==> config.mk <==
export PLATFORM = sky130hd
export DESIGN_NAME = pin_bank_regs
export DESIGN_NICKNAME = d
export VERILOG_FILES = /design/src/rtl/pin_bank_pkg.sv /design/src/rtl/pin_dir_ctrl.sv /design/src/rtl/pin_out_latch.sv /design/src/rtl/pin_in_sync.sv /design/src/rtl/pin_bank_regs.sv
export SDC_FILE = /design/constraint.sdc
export NUM_CORES = 1
export LEC_CHECK = 0
export ABC_CLOCK_PERIOD_IN_PS = 1800
export BUFFER_PORTS_ARGS = -buffer_cell sky130_fd_sc_hd__buf_2
export CELL_PAD_IN_SITES_DETAIL_PLACEMENT = 1
export CELL_PAD_IN_SITES_GLOBAL_PLACEMENT = 1
export CORE_ASPECT_RATIO = 1.75
export CORE_MARGIN = 1
export CORE_UTILIZATION = 36
export CTS_CLUSTER_DIAMETER = 200
export DETAILED_ROUTE_END_ITERATION = 8
export GPL_TIMING_DRIVEN = 0
export PLACE_DENSITY = 0.75
export SLEW_MARGIN = 20
export SYNTH_ARGS = -nofsm -noshare
export SYNTH_HDL_FRONTEND = slang
export SYNTH_SLANG_ARGS = --single-unit
==> constraint.sdc <==
create_clock -name clk -period 1.8 [get_ports clk]
set_input_delay 0.45 -clock clk [delete_from_list [all_inputs] [get_ports clk]]
set_output_delay 0.45 -clock clk [all_outputs]
set_load 0.1 [all_outputs]
==> src/rtl/pin_bank_pkg.sv <==
package pin_bank_pkg;
   // Byte offsets; software and neighbours decode these, so they are fixed.
   localparam int OFS_DIR_SET = 'h00;
   localparam int OFS_DIR_CLR = 'h04;
   localparam int OFS_OUT_LO  = 'h08;
   localparam int OFS_PIN_LVL = 'h10;
   localparam int OFS_STRIDE  = 4;

   // Offset of the output half register h.
   function automatic int out_half_ofs(input int h);
      return OFS_OUT_LO + OFS_STRIDE * h;
   endfunction
endpackage

==> src/rtl/pin_dir_ctrl.sv <==
module pin_dir_ctrl #(
   parameter int WIDTH = 32
) (
   input  logic             clk,
   input  logic             rst_n,
   input  logic             set_en,
   input  logic             clr_en,
   input  logic [WIDTH-1:0] bits,
   output logic [WIDTH-1:0] dir
);
   logic [WIDTH-1:0] set_mask, clr_mask;

   assign set_mask = set_en ? bits : '0;
   assign clr_mask = clr_en ? bits : '0;

   always_ff @(posedge clk or negedge rst_n) begin
      if (!rst_n) dir <= '0;
      else        dir <= (dir | set_mask) & ~clr_mask;
   end
endmodule

==> src/rtl/pin_out_latch.sv <==
module pin_out_latch #(
   parameter int HALF_W     = 16,
   parameter int NUM_HALVES = 2
) (
   input  logic                           clk,
   input  logic                           rst_n,
   input  logic [NUM_HALVES-1:0]          half_we,
   input  logic [2*HALF_W-1:0]            wdata,
   output logic [NUM_HALVES*HALF_W-1:0]   latch
);
   logic [HALF_W-1:0] wval, wen;

   assign wval = wdata[HALF_W-1:0];
   assign wen  = wdata[2*HALF_W-1:HALF_W];

   for (genvar h = 0; h < NUM_HALVES; h++) begin : g_half
      always_ff @(posedge clk or negedge rst_n) begin
         if (!rst_n)
            latch[h*HALF_W +: HALF_W] <= '0;
         else if (half_we[h])
            latch[h*HALF_W +: HALF_W] <= (latch[h*HALF_W +: HALF_W] & ~wen)
                                         | (wval & wen);
      end
   end
endmodule

==> src/rtl/pin_in_sync.sv <==
module pin_in_sync #(
   parameter int WIDTH  = 32,
   parameter int STAGES = 2
) (
   input  logic             clk,
   input  logic             rst_n,
   input  logic [WIDTH-1:0] async_in,
   output logic [WIDTH-1:0] sync_out
);
   logic [WIDTH-1:0] stage [STAGES];

   always_ff @(posedge clk or negedge rst_n) begin
      if (!rst_n) begin
         for (int i = 0; i < STAGES; i++) stage[i] <= '0;
      end else begin
         stage[0] <= async_in;
         for (int i = 1; i < STAGES; i++) stage[i] <= stage[i-1];
      end
   end

   assign sync_out = stage[STAGES-1];
endmodule

==> src/rtl/pin_bank_regs.sv <==
module pin_bank_regs
   import pin_bank_pkg::*;
#(
   parameter int DATA_W      = 32,
   parameter int ADDR_W      = 8,
   parameter int SYNC_STAGES = 2
) (
   input  logic              clk,
   input  logic              rst_n,
   input  logic              bus_wr,
   input  logic [ADDR_W-1:0] bus_addr,
   input  logic [DATA_W-1:0] bus_wdata,
   output logic [DATA_W-1:0] bus_rdata,
   input  logic [DATA_W-1:0] pad_in,
   output logic [DATA_W-1:0] pad_oe,
   output logic [DATA_W-1:0] pad_out
);
   localparam int HALF_W     = DATA_W / 2;
   localparam int NUM_HALVES = DATA_W / HALF_W;

   if (DATA_W % 2 != 0) begin : g_bad_width
      $error("pin_bank_regs: DATA_W must be even");
   end
   if (SYNC_STAGES < 2) begin : g_bad_sync
      $error("pin_bank_regs: SYNC_STAGES must be at least 2");
   end
   if ((1 << ADDR_W) <= OFS_PIN_LVL) begin : g_bad_addr
      $error("pin_bank_regs: ADDR_W too narrow for the register map");
   end

   logic                  hit_set, hit_clr, hit_lvl;
   logic [NUM_HALVES-1:0] hit_half;
   logic [DATA_W-1:0]     dir_q, latch_q, lvl_q;

   assign hit_set = (bus_addr == ADDR_W'(OFS_DIR_SET));
   assign hit_clr = (bus_addr == ADDR_W'(OFS_DIR_CLR));
   assign hit_lvl = (bus_addr == ADDR_W'(OFS_PIN_LVL));

   for (genvar h = 0; h < NUM_HALVES; h++) begin : g_dec
      assign hit_half[h] = (bus_addr == ADDR_W'(out_half_ofs(h)));
   end

   pin_dir_ctrl #(.WIDTH(DATA_W)) u_dir (
      .clk    (clk),
      .rst_n  (rst_n),
      .set_en (bus_wr && hit_set),
      .clr_en (bus_wr && hit_clr),
      .bits   (bus_wdata),
      .dir    (dir_q)
   );

   pin_out_latch #(.HALF_W(HALF_W), .NUM_HALVES(NUM_HALVES)) u_latch (
      .clk     (clk),
      .rst_n   (rst_n),
      .half_we (bus_wr ? hit_half : '0),
      .wdata   (bus_wdata),
      .latch   (latch_q)
   );

   pin_in_sync #(.WIDTH(DATA_W), .STAGES(SYNC_STAGES)) u_sync (
      .clk      (clk),
      .rst_n    (rst_n),
      .async_in (pad_in),
      .sync_out (lvl_q)
   );

   always_comb begin
      bus_rdata = '0;
      if (hit_set || hit_clr) bus_rdata = dir_q;
      if (hit_lvl)            bus_rdata = lvl_q;
      for (int h = 0; h < NUM_HALVES; h++) begin
         if (hit_half[h]) bus_rdata = {{(DATA_W-HALF_W){1'b0}}, latch_q[h*HALF_W +: HALF_W]};
      end
   end

   assign pad_oe  = dir_q;
   assign pad_out = latch_q;
endmodule

==> flow_summary.ini, run 1 <==
[yosys]
synth_edf_count = 0
synthFlopType = dfrtp_1
syn_nets = 510
netlist_instances = 435
synth-seq-cells = 128
synthArstFlopShare = 1.00
yosysSeqAreaShare = 0.599
ys_warn_count = 0
syn_area_per_cell_um2 = 12.3
synth.cell_area_um2 = 5350
synth_cell_types = 24

[cts]
cts_sinks = 128
cts_buffers = 17
cts_max_level = 4
cts_tree = done
cts-root-buf = clkbuf_16
worstSkewPairLatency_ns = 0.42
clk_pin_slew_ns = 0.06
clock_path_buffers = 2

[detailed_routing]
drc = 0
drtIter0Drc = 186
routedWlPerCell_um = 24.7
ant_nets = 0
via_per_inst = 5.54
first_pass_iters = 8
vias = 4661
wirelength_mm = 20.8

[placement]
dp_hpwl_mm = 14.1
io_buffers = 169
post-place-ws_ns = -1.10
place_congestion = 0.875

[pwr]
seqPwrFrac = 0.403
switching_share = 0.297
clkPwrFrac = 0.445
switching_power_uw = 2280
internal-power_uw = 5390
power_density_nw_per_um2 = 881
p_leak_uw = 0.00397
vdd_ir_drop_max_uv = 778
p_comb_frac = 0.152

[final_layout]
drive_gt1_frac = 0.508
final_cell_mix = 136 x buf_2, 117 x dfrtp_1, 42 x buf_12
utilization = 0.603
final_common_cell = buf_2
final_nets = 720
area_delta_synth_final_pct = 62.6

[global_routing]
grt_pass1_vias = 5319
grt_max_degree = 83
antenna_found_initial = 5
overflow = 0
grt_usage = 0.274
grt_pass1_wl_mm = 30.4

[timing]
maxSlewViolCount = 0
fin_crit_sh = 1.24
period_needed_ns = 2.24
fin_skew_ns = 0.00725
finalHoldViolations = 0
setup_tns_ns = -11.70
layout_setup_ws_ns = -0.439
slew_headroom = 0.597
hold_ws_ns = 0.133
rsz0062_at_grt = yes
tightest_slew_ns = 0.603
fmax_mhz = 447
setup_viol = 32

[setup_path]
cp-start-kind = primary input
critPathMaxStageDelay_ns = 0.33
worstPathMaxFanout = 10
cp.required_ns = 1.35
rr_worst_depth = 1
endpoint_kind = primary output
slowest_stage = a2bb2oi_1
criticalPathCategory = primary input to primary output
reg2reg_slack_ns = 0.93
path_cells = buf_4 -> and2_2 -> clkbuf_4 -> a2bb2oi_1 -> o22ai_4 -> buf_12
critical_path_arrival_ns = 1.79

[run_status]
status = finished, violations left
violations = setup timing

[floorplan]
dieArea_um2 = 15400
coreArea_um2 = 14400
pin_count = 171
fp.dieW_um = 94.2
rows = 58
fp.dieH_um = 163
start_util = 0.371

[min_path]
hold_path.class = primary input to flop
min_delay_path_depth = 1
hold_end = u_sync.stage[44]$_DFF_PN0_
hold_path.startpoint = pad_in[12]

[flow_run]
cap_violations = 0
## worst max-delay path by stage
| stage | start | end | slack, ns | cells after the start |
|---|---|---|---|---|
| finish | bus_addr[3] | bus_rdata[12] | -0.44 | 6 |
| global route | bus_addr[3] | bus_rdata[12] | -0.48 | 6 |
| floorplan | bus_addr[6] | bus_rdata[10] | -0.55 | 4 |
| global placement | rst_n | async pin | -1.54 | 1 |
| CTS | bus_addr[4] | bus_rdata[7] | -0.49 | 8 |
| detailed placement | bus_addr[4] | bus_rdata[15] | -1.10 | 8 |
## cells in the mapped netlist, types with 2 or more instances
master     number  area [um^2]
nand3_1        48          240
mux2i_1        32          320
inv_1          32          120
buf_6           4         45.0
o22ai_1        16          100
buf_2          11         55.1
nand4b_1       16          140
clkbuf_1       22         82.6
nand4_1        32          200
mux2_1         31          349
a22oi_1        16          120
nor2b_1         2         12.5
a21oi_1        16         80.1
nor4_4          3         63.8
a2bb2oi_1      16          140
dfrtp_1       128         3200
buf_4           3         22.5
## layout make-up
| type | count | area [um^2] |
|---|---|---|
| antenna | 4 | 10.0 |
| clock buffer | 19 | 443 |
| multi-input combinational | 235 | 2480 |
| tap | 180 | 225 |
| clock inverter | 13 | 139 |
| fill | 1407 | 5740 |
| sequential | 128 | 3220 |
| timing repair buffer | 192 | 1720 |
| buffer | 39 | 352 |
| inverter | 32 | 120 |
## cell families after synthesis
| group | share of synthesized area |
|---|---|
| AOI/OAI and AO/OA | 0.0823 |
| DFF | 0.599 |
| muxes | 0.127 |
| buffers and inverters | 0.0608 |
| and+or+nand+nor | 0.131 |
## power groups by stage
stage	combinational (uW)	clock (uW)	sequential, uW
floorplan	306	0	3500
global placement	1010	0	3120
detailed placement	1040	0	3130
CTS	1120	3430	3080
global route	1220	3600	3100
finish	1170	3410	3090
## metrics by stage
| stage | power (uW) | area (um^2) | instances |
|---|---|---|---|
| after global routing | 7910 | 8700 | 842 |
| after CTS | 7640 | 8420 | 830 |
| after floorplan | 3810 | 5920 | 435 |
| final | 7660 | 8700 | 842 |
| after detailed placement | 4170 | 7020 | 785 |
| after global placement | 4130 | 6990 | 784 |
## what timing repair did
action,4_1_cts,5_1_grt
setup buffers,12,5
gates cloned,1,3
hold buffers,1,0
gates resized for setup,170,42
endpoints found under the hold margin,46,0
pin swaps,30,26
endpoints found under the setup margin,42,39
## per-layer routing
metal | share of wire | global-route usage
met5 | 0 | 0
met4 | 0.045 | 0.173
met3 | 0.048 | 0.0703
met2 | 0.57 | 0.495
met1 | 0.33 | 0.270
## worst max-delay path: cells and delay by family
| family | cells | cell delay [ns] |
|---|---|---|
| AO/OA/AOI/OAI | 2 | 0.47 |
| buffers and inverters | 3 | 0.60 |
| AND/OR/NAND/NOR | 1 | 0.27 |
Power figures use the tool's default switching activity.
==> inputs of run 2 (changes only) <==
--- a/config.mk
+++ b/config.mk
@@ -12,10 +12,10 @@
 export CORE_ASPECT_RATIO = 1.75
 export CORE_MARGIN = 1
 export CORE_UTILIZATION = 36
-export CTS_CLUSTER_DIAMETER = 200
 export DETAILED_ROUTE_END_ITERATION = 8
 export GPL_TIMING_DRIVEN = 0
 export PLACE_DENSITY = 0.75
+export SKIP_CTS_REPAIR_TIMING = 1
 export SLEW_MARGIN = 20
 export SYNTH_ARGS = -nofsm -noshare
 export SYNTH_HDL_FRONTEND = slang
==> flow_summary.ini, run 2 (synthesis gave the netlist of run 1 again) <==
[timing]
rsz0062_at_grt = yes
layout_setup_ws_ns = -0.561
setup_viol = 32
setup_tns_ns = -16.00
slew_headroom = 0.564
tightest_slew_ns = 0.652
fmax_mhz = 424
period_needed_ns = 2.36
finalHoldViolations = 0
maxSlewViolCount = 0
fin_crit_sh = 1.31
fin_skew_ns = 0.00794

[cts]
cts_max_level = 4
clock_path_buffers = 2
worstSkewPairLatency_ns = 0.42
cts_tree = done
cts_sinks = 128
cts_buffers = 17
clk_pin_slew_ns = 0.06
cts-root-buf = clkbuf_16

[placement]
dp.cells = 785
dpl-instance-area_um2 = 7020
dp_hpwl_mm = 14.1
io_buffers = 169
place_congestion = 0.875

[global_routing]
grt_pass1_vias = 5083
overflow = 0
grt_usage = 0.257
grt_max_degree = 83
antenna_found_initial = 5
grt_pass1_wl_mm = 28.6

[detailed_routing]
drc = 0
vias = 4624
via_per_inst = 5.51
routedWlPerCell_um = 23.6
first_pass_iters = 4
ant_nets = 0
wirelength_mm = 19.8
drtIter0Drc = 182

[run_status]
status = finished, violations left
violations = setup timing

[setup_path]
cp.required_ns = 1.35
criticalPathCategory = primary input to primary output
cp-startpoint = bus_addr[4]
cp-start-kind = primary input
endpoint_kind = primary output
worstPathMaxFanout = 10
critical_path_arrival_ns = 1.91

[pwr]
p_leak_uw = 0.00389
vdd_ir_drop_max_uv = 817
power_density_nw_per_um2 = 905

[final_layout]
final_common_cell = buf_2
area_delta_synth_final_pct = 57.0
utilization = 0.582
drive_gt1_frac = 0.489
final_cell_mix = 141 x buf_2, 117 x dfrtp_1, 35 x buf_12
final_nets = 717
fin_cells = 839
final_cell_area_um2 = 8400

[flow_run]
cap_violations = 0

[floorplan]
rows = 58
dieArea_um2 = 15400
start_util = 0.371
pin_count = 171
fp.dieW_um = 94.2
fp.dieH_um = 163
coreArea_um2 = 14400

[min_path]
hold_path.class = primary input to flop
hold_path.startpoint = pad_in[12]
==> run 2: metal layers <==
layer | share of wire | global-route usage | up-vias | routed length, um
met1 | 0.34 | 0.259 | 2372 | 6790
met5 | 0 | 0 | - | 0
met4 | 0.048 | 0.157 | 0 | 942
met3 | 0.046 | 0.0642 | 55 | 904
li1 | - | - | 2018 | -
met2 | 0.56 | 0.462 | 179 | 11100
==> run 2: path summary, 6_finish.rpt <==
check	end	slack (ns)	cells after the start
worst min-delay path	u_sync.stage[44]$_DFF_PN0_	0.12	1
worst min register to register	u_sync.sync_out[12]$_DFF_PN0_	0.35	0
max in group asynchronous	async pin	0.44	3
worst max register to register	flop	0.94	1
min in group asynchronous	u_sync.stage[43]$_DFF_PN0_	0.53	2
worst max-delay path	bus_rdata[24]	-0.56	8
==> run 2: stage by stage <==
step / power [uW] / setup slack (ns) / hold WS (ns)
5_1_grt: 7860 / -0.635 / 0.112
3_5_place_dp: 4170 / -1.10 / 0.336
2_1_floorplan: 3810 / -0.548 / 0.154
6_report: 7610 / -0.561 / 0.124
3_3_place_gp: 4130 / -1.54 / 0.331
4_1_cts: 7560 / -1.11 / -0.0265
==> run 2: critical path, stage by stage <==
cell and delay (ns):
buf_12 0.10, buf_8 0.12, nor4_4 0.36, buf_6 0.20, buf_8 0.16, nand3_2 0.11
a21oi_4 0.20, buf_12 0.19
==> run 2: area by class of cell <==
class	instances	area (um^2)
Antenna cell	4	10.0
Tap cell	180	225
Buffer	39	299
Clock buffer	19	443
Multi-Input combinational cell	235	2390
Clock inverter	13	139
Sequential cell	128	3220
Inverter	32	120
Timing Repair Buffer	189	1560
Fill cell	1421	6040
==> run 2: where the power goes <==
group          internal [uW]  leakage (uW)  switching [uW]  total [uW]
Combinational            275       0.00215             842        1120
Sequential              3010       0.00147            76.5        3080
Clock                   2070      0.000271            1340        3410
==> inputs of run 3 (changes only) <==
--- a/config.mk
+++ b/config.mk
@@ -5,7 +5,7 @@
 export SDC_FILE = /design/constraint.sdc
 export NUM_CORES = 1
 export LEC_CHECK = 0
-export ABC_CLOCK_PERIOD_IN_PS = 1800
+export ABC_CLOCK_PERIOD_IN_PS = 2050
 export BUFFER_PORTS_ARGS = -buffer_cell sky130_fd_sc_hd__buf_2
 export CELL_PAD_IN_SITES_DETAIL_PLACEMENT = 1
 export CELL_PAD_IN_SITES_GLOBAL_PLACEMENT = 1
==> constraint.sdc (replaced) <==
create_clock -name clk -period 2.05 [get_ports clk]
set_input_delay 0.5125 -clock clk [delete_from_list [all_inputs] [get_ports clk]]
set_output_delay 0.5125 -clock clk [all_outputs]
set_load 0.1 [all_outputs]
==> flow_summary.ini, run 3 (synthesis gave the netlist of run 1 again) <==
[pwr]
p_leak_uw = 0.00388
switching_share = 0.292
vdd_ir_drop_max_uv = 498
total_power_uw = 6810
seqPwrFrac = 0.397
internal-power_uw = 4820
clkPwrFrac = 0.459
power_density_nw_per_um2 = 812
switching_power_uw = 1990
p_comb_frac = 0.144

[final_layout]
utilization = 0.581
final_cell_area_um2 = 8390
nFillCells = 1452
regArea_um2 = 3210
final_nets = 711
final_common_cell = buf_2
multi_input_area_um2 = 2420
drive_gt1_frac = 0.476
final_cell_mix = 143 x buf_2, 126 x dfrtp_1, 37 x buf_12
area_delta_synth_final_pct = 56.8

[setup_path]
critical_path_arrival_ns = 1.89
cp.required_ns = 1.54
rr_worst_depth = 1
reg2reg_slack_ns = 1.19
criticalPathCategory = primary input to primary output
worstPathMaxFanout = 10
cp-start-kind = primary input
endpoint_kind = primary output

[global_routing]
grt_max_degree = 74
grt_pass1_wl_mm = 28.7
grt_usage = 0.257
overflow = 0
grt_pass1_vias = 5118
antenna_found_initial = 3

[detailed_routing]
drtIter0Drc = 220
wirelength_mm = 20.0
ant_nets = 0
routedWlPerCell_um = 24.1
vias = 4601
drc = 0
via_per_inst = 5.54
first_pass_iters = 4

[timing]
fmax_mhz = 416
hold_ws_ns = 0.0490
layout_setup_ws_ns = -0.353
maxSlewViolCount = 0
rsz0062_at_grt = yes
fin_skew_ns = 0.00656
setup_viol = 32
fin_crit_sh = 1.17
slew_headroom = 0.531
finalHoldViolations = 0
tightest_slew_ns = 0.704
period_needed_ns = 2.40

[placement]
place_congestion = 0.841
post-place-ws_ns = -0.909
dp_hpwl_mm = 13.9
dpl-instance-area_um2 = 7010
io_buffers = 169

[run_status]
violations = setup timing
status = finished, violations left

[cts]
worstSkewPairLatency_ns = 0.42
clk_pin_slew_ns = 0.06
cts-root-buf = clkbuf_16
cts_tree = done
cts_buffers = 17
clock_path_buffers = 2
cts_sinks = 128
cts_max_level = 4

[floorplan]
fp.dieW_um = 94.2
start_util = 0.371
rows = 58
dieArea_um2 = 15400
fp.dieH_um = 163
coreArea_um2 = 14400
pin_count = 171

[flow_run]
cap_violations = 0

[min_path]
hold_path.class = primary input to async pin
-- run 3: area by class of cell --
| type | instances | area share |
|---|---|---|
| antenna | 2 | 0.000596 |
| buffer | 39 | 0.0377 |
| clock inverter | 13 | 0.0194 |
| sequential | 128 | 0.382 |
| timing repair buffer | 183 | 0.178 |
| multi-input combinational | 235 | 0.288 |
| clock buffer | 19 | 0.0528 |
| inverter | 32 | 0.0143 |
| tap | 180 | 0.0268 |
-- run 3: metrics by stage --
stage | cells | TNS [ns]
3_5_place_dp | 785 | -30.70
5_1_grt | 831 | -11.80
6_report | 831 | -9.85
4_1_cts | 817 | -26.25
2_1_floorplan | 435 | -11.73
3_3_place_gp | 784 | -169.41
-- run 3: critical path: stages --
cell	delay, ns
buf_2	0.15
nor4_4	0.26
buf_4	0.19
nand2_4	0.16
buf_12	0.23
o22ai_4	0.18
buf_12	0.20
-- run 3: worst max-delay path by stage --
stage	startpoint	end	slack, ns	cells past startpoint
floorplan	bus_addr[6]	bus_rdata[10]	-0.42	4
global placement	rst_n	u_dir.dir[2]$_DFF_PN0_	-1.34	1
detailed placement	bus_addr[4]	bus_rdata[12]	-0.91	8
CTS	bus_addr[4]	bus_rdata[12]	-0.95	8
global route	bus_addr[4]	bus_rdata[14]	-0.42	8
finish	bus_addr[5]	bus_rdata[11]	-0.35	7
-- run 3: power groups by stage --
stage	sequential, uW	combinational [uW]	clock, uW
after CTS	2700	921	3160
after global routing	2720	1020	3280
after detailed placement	2750	914	0
final	2710	980	3120
after floorplan	3070	269	0
after global placement	2740	887	0
-- run 3: layer usage --
metal	global-route usage	vias to the layer above	wire length, um
met3	0.0512	50	776
met5	0	-	8
met2	0.472	157	11300
met1	0.260	2394	7050
li1	-	1998	-
met4	0.153	2	840
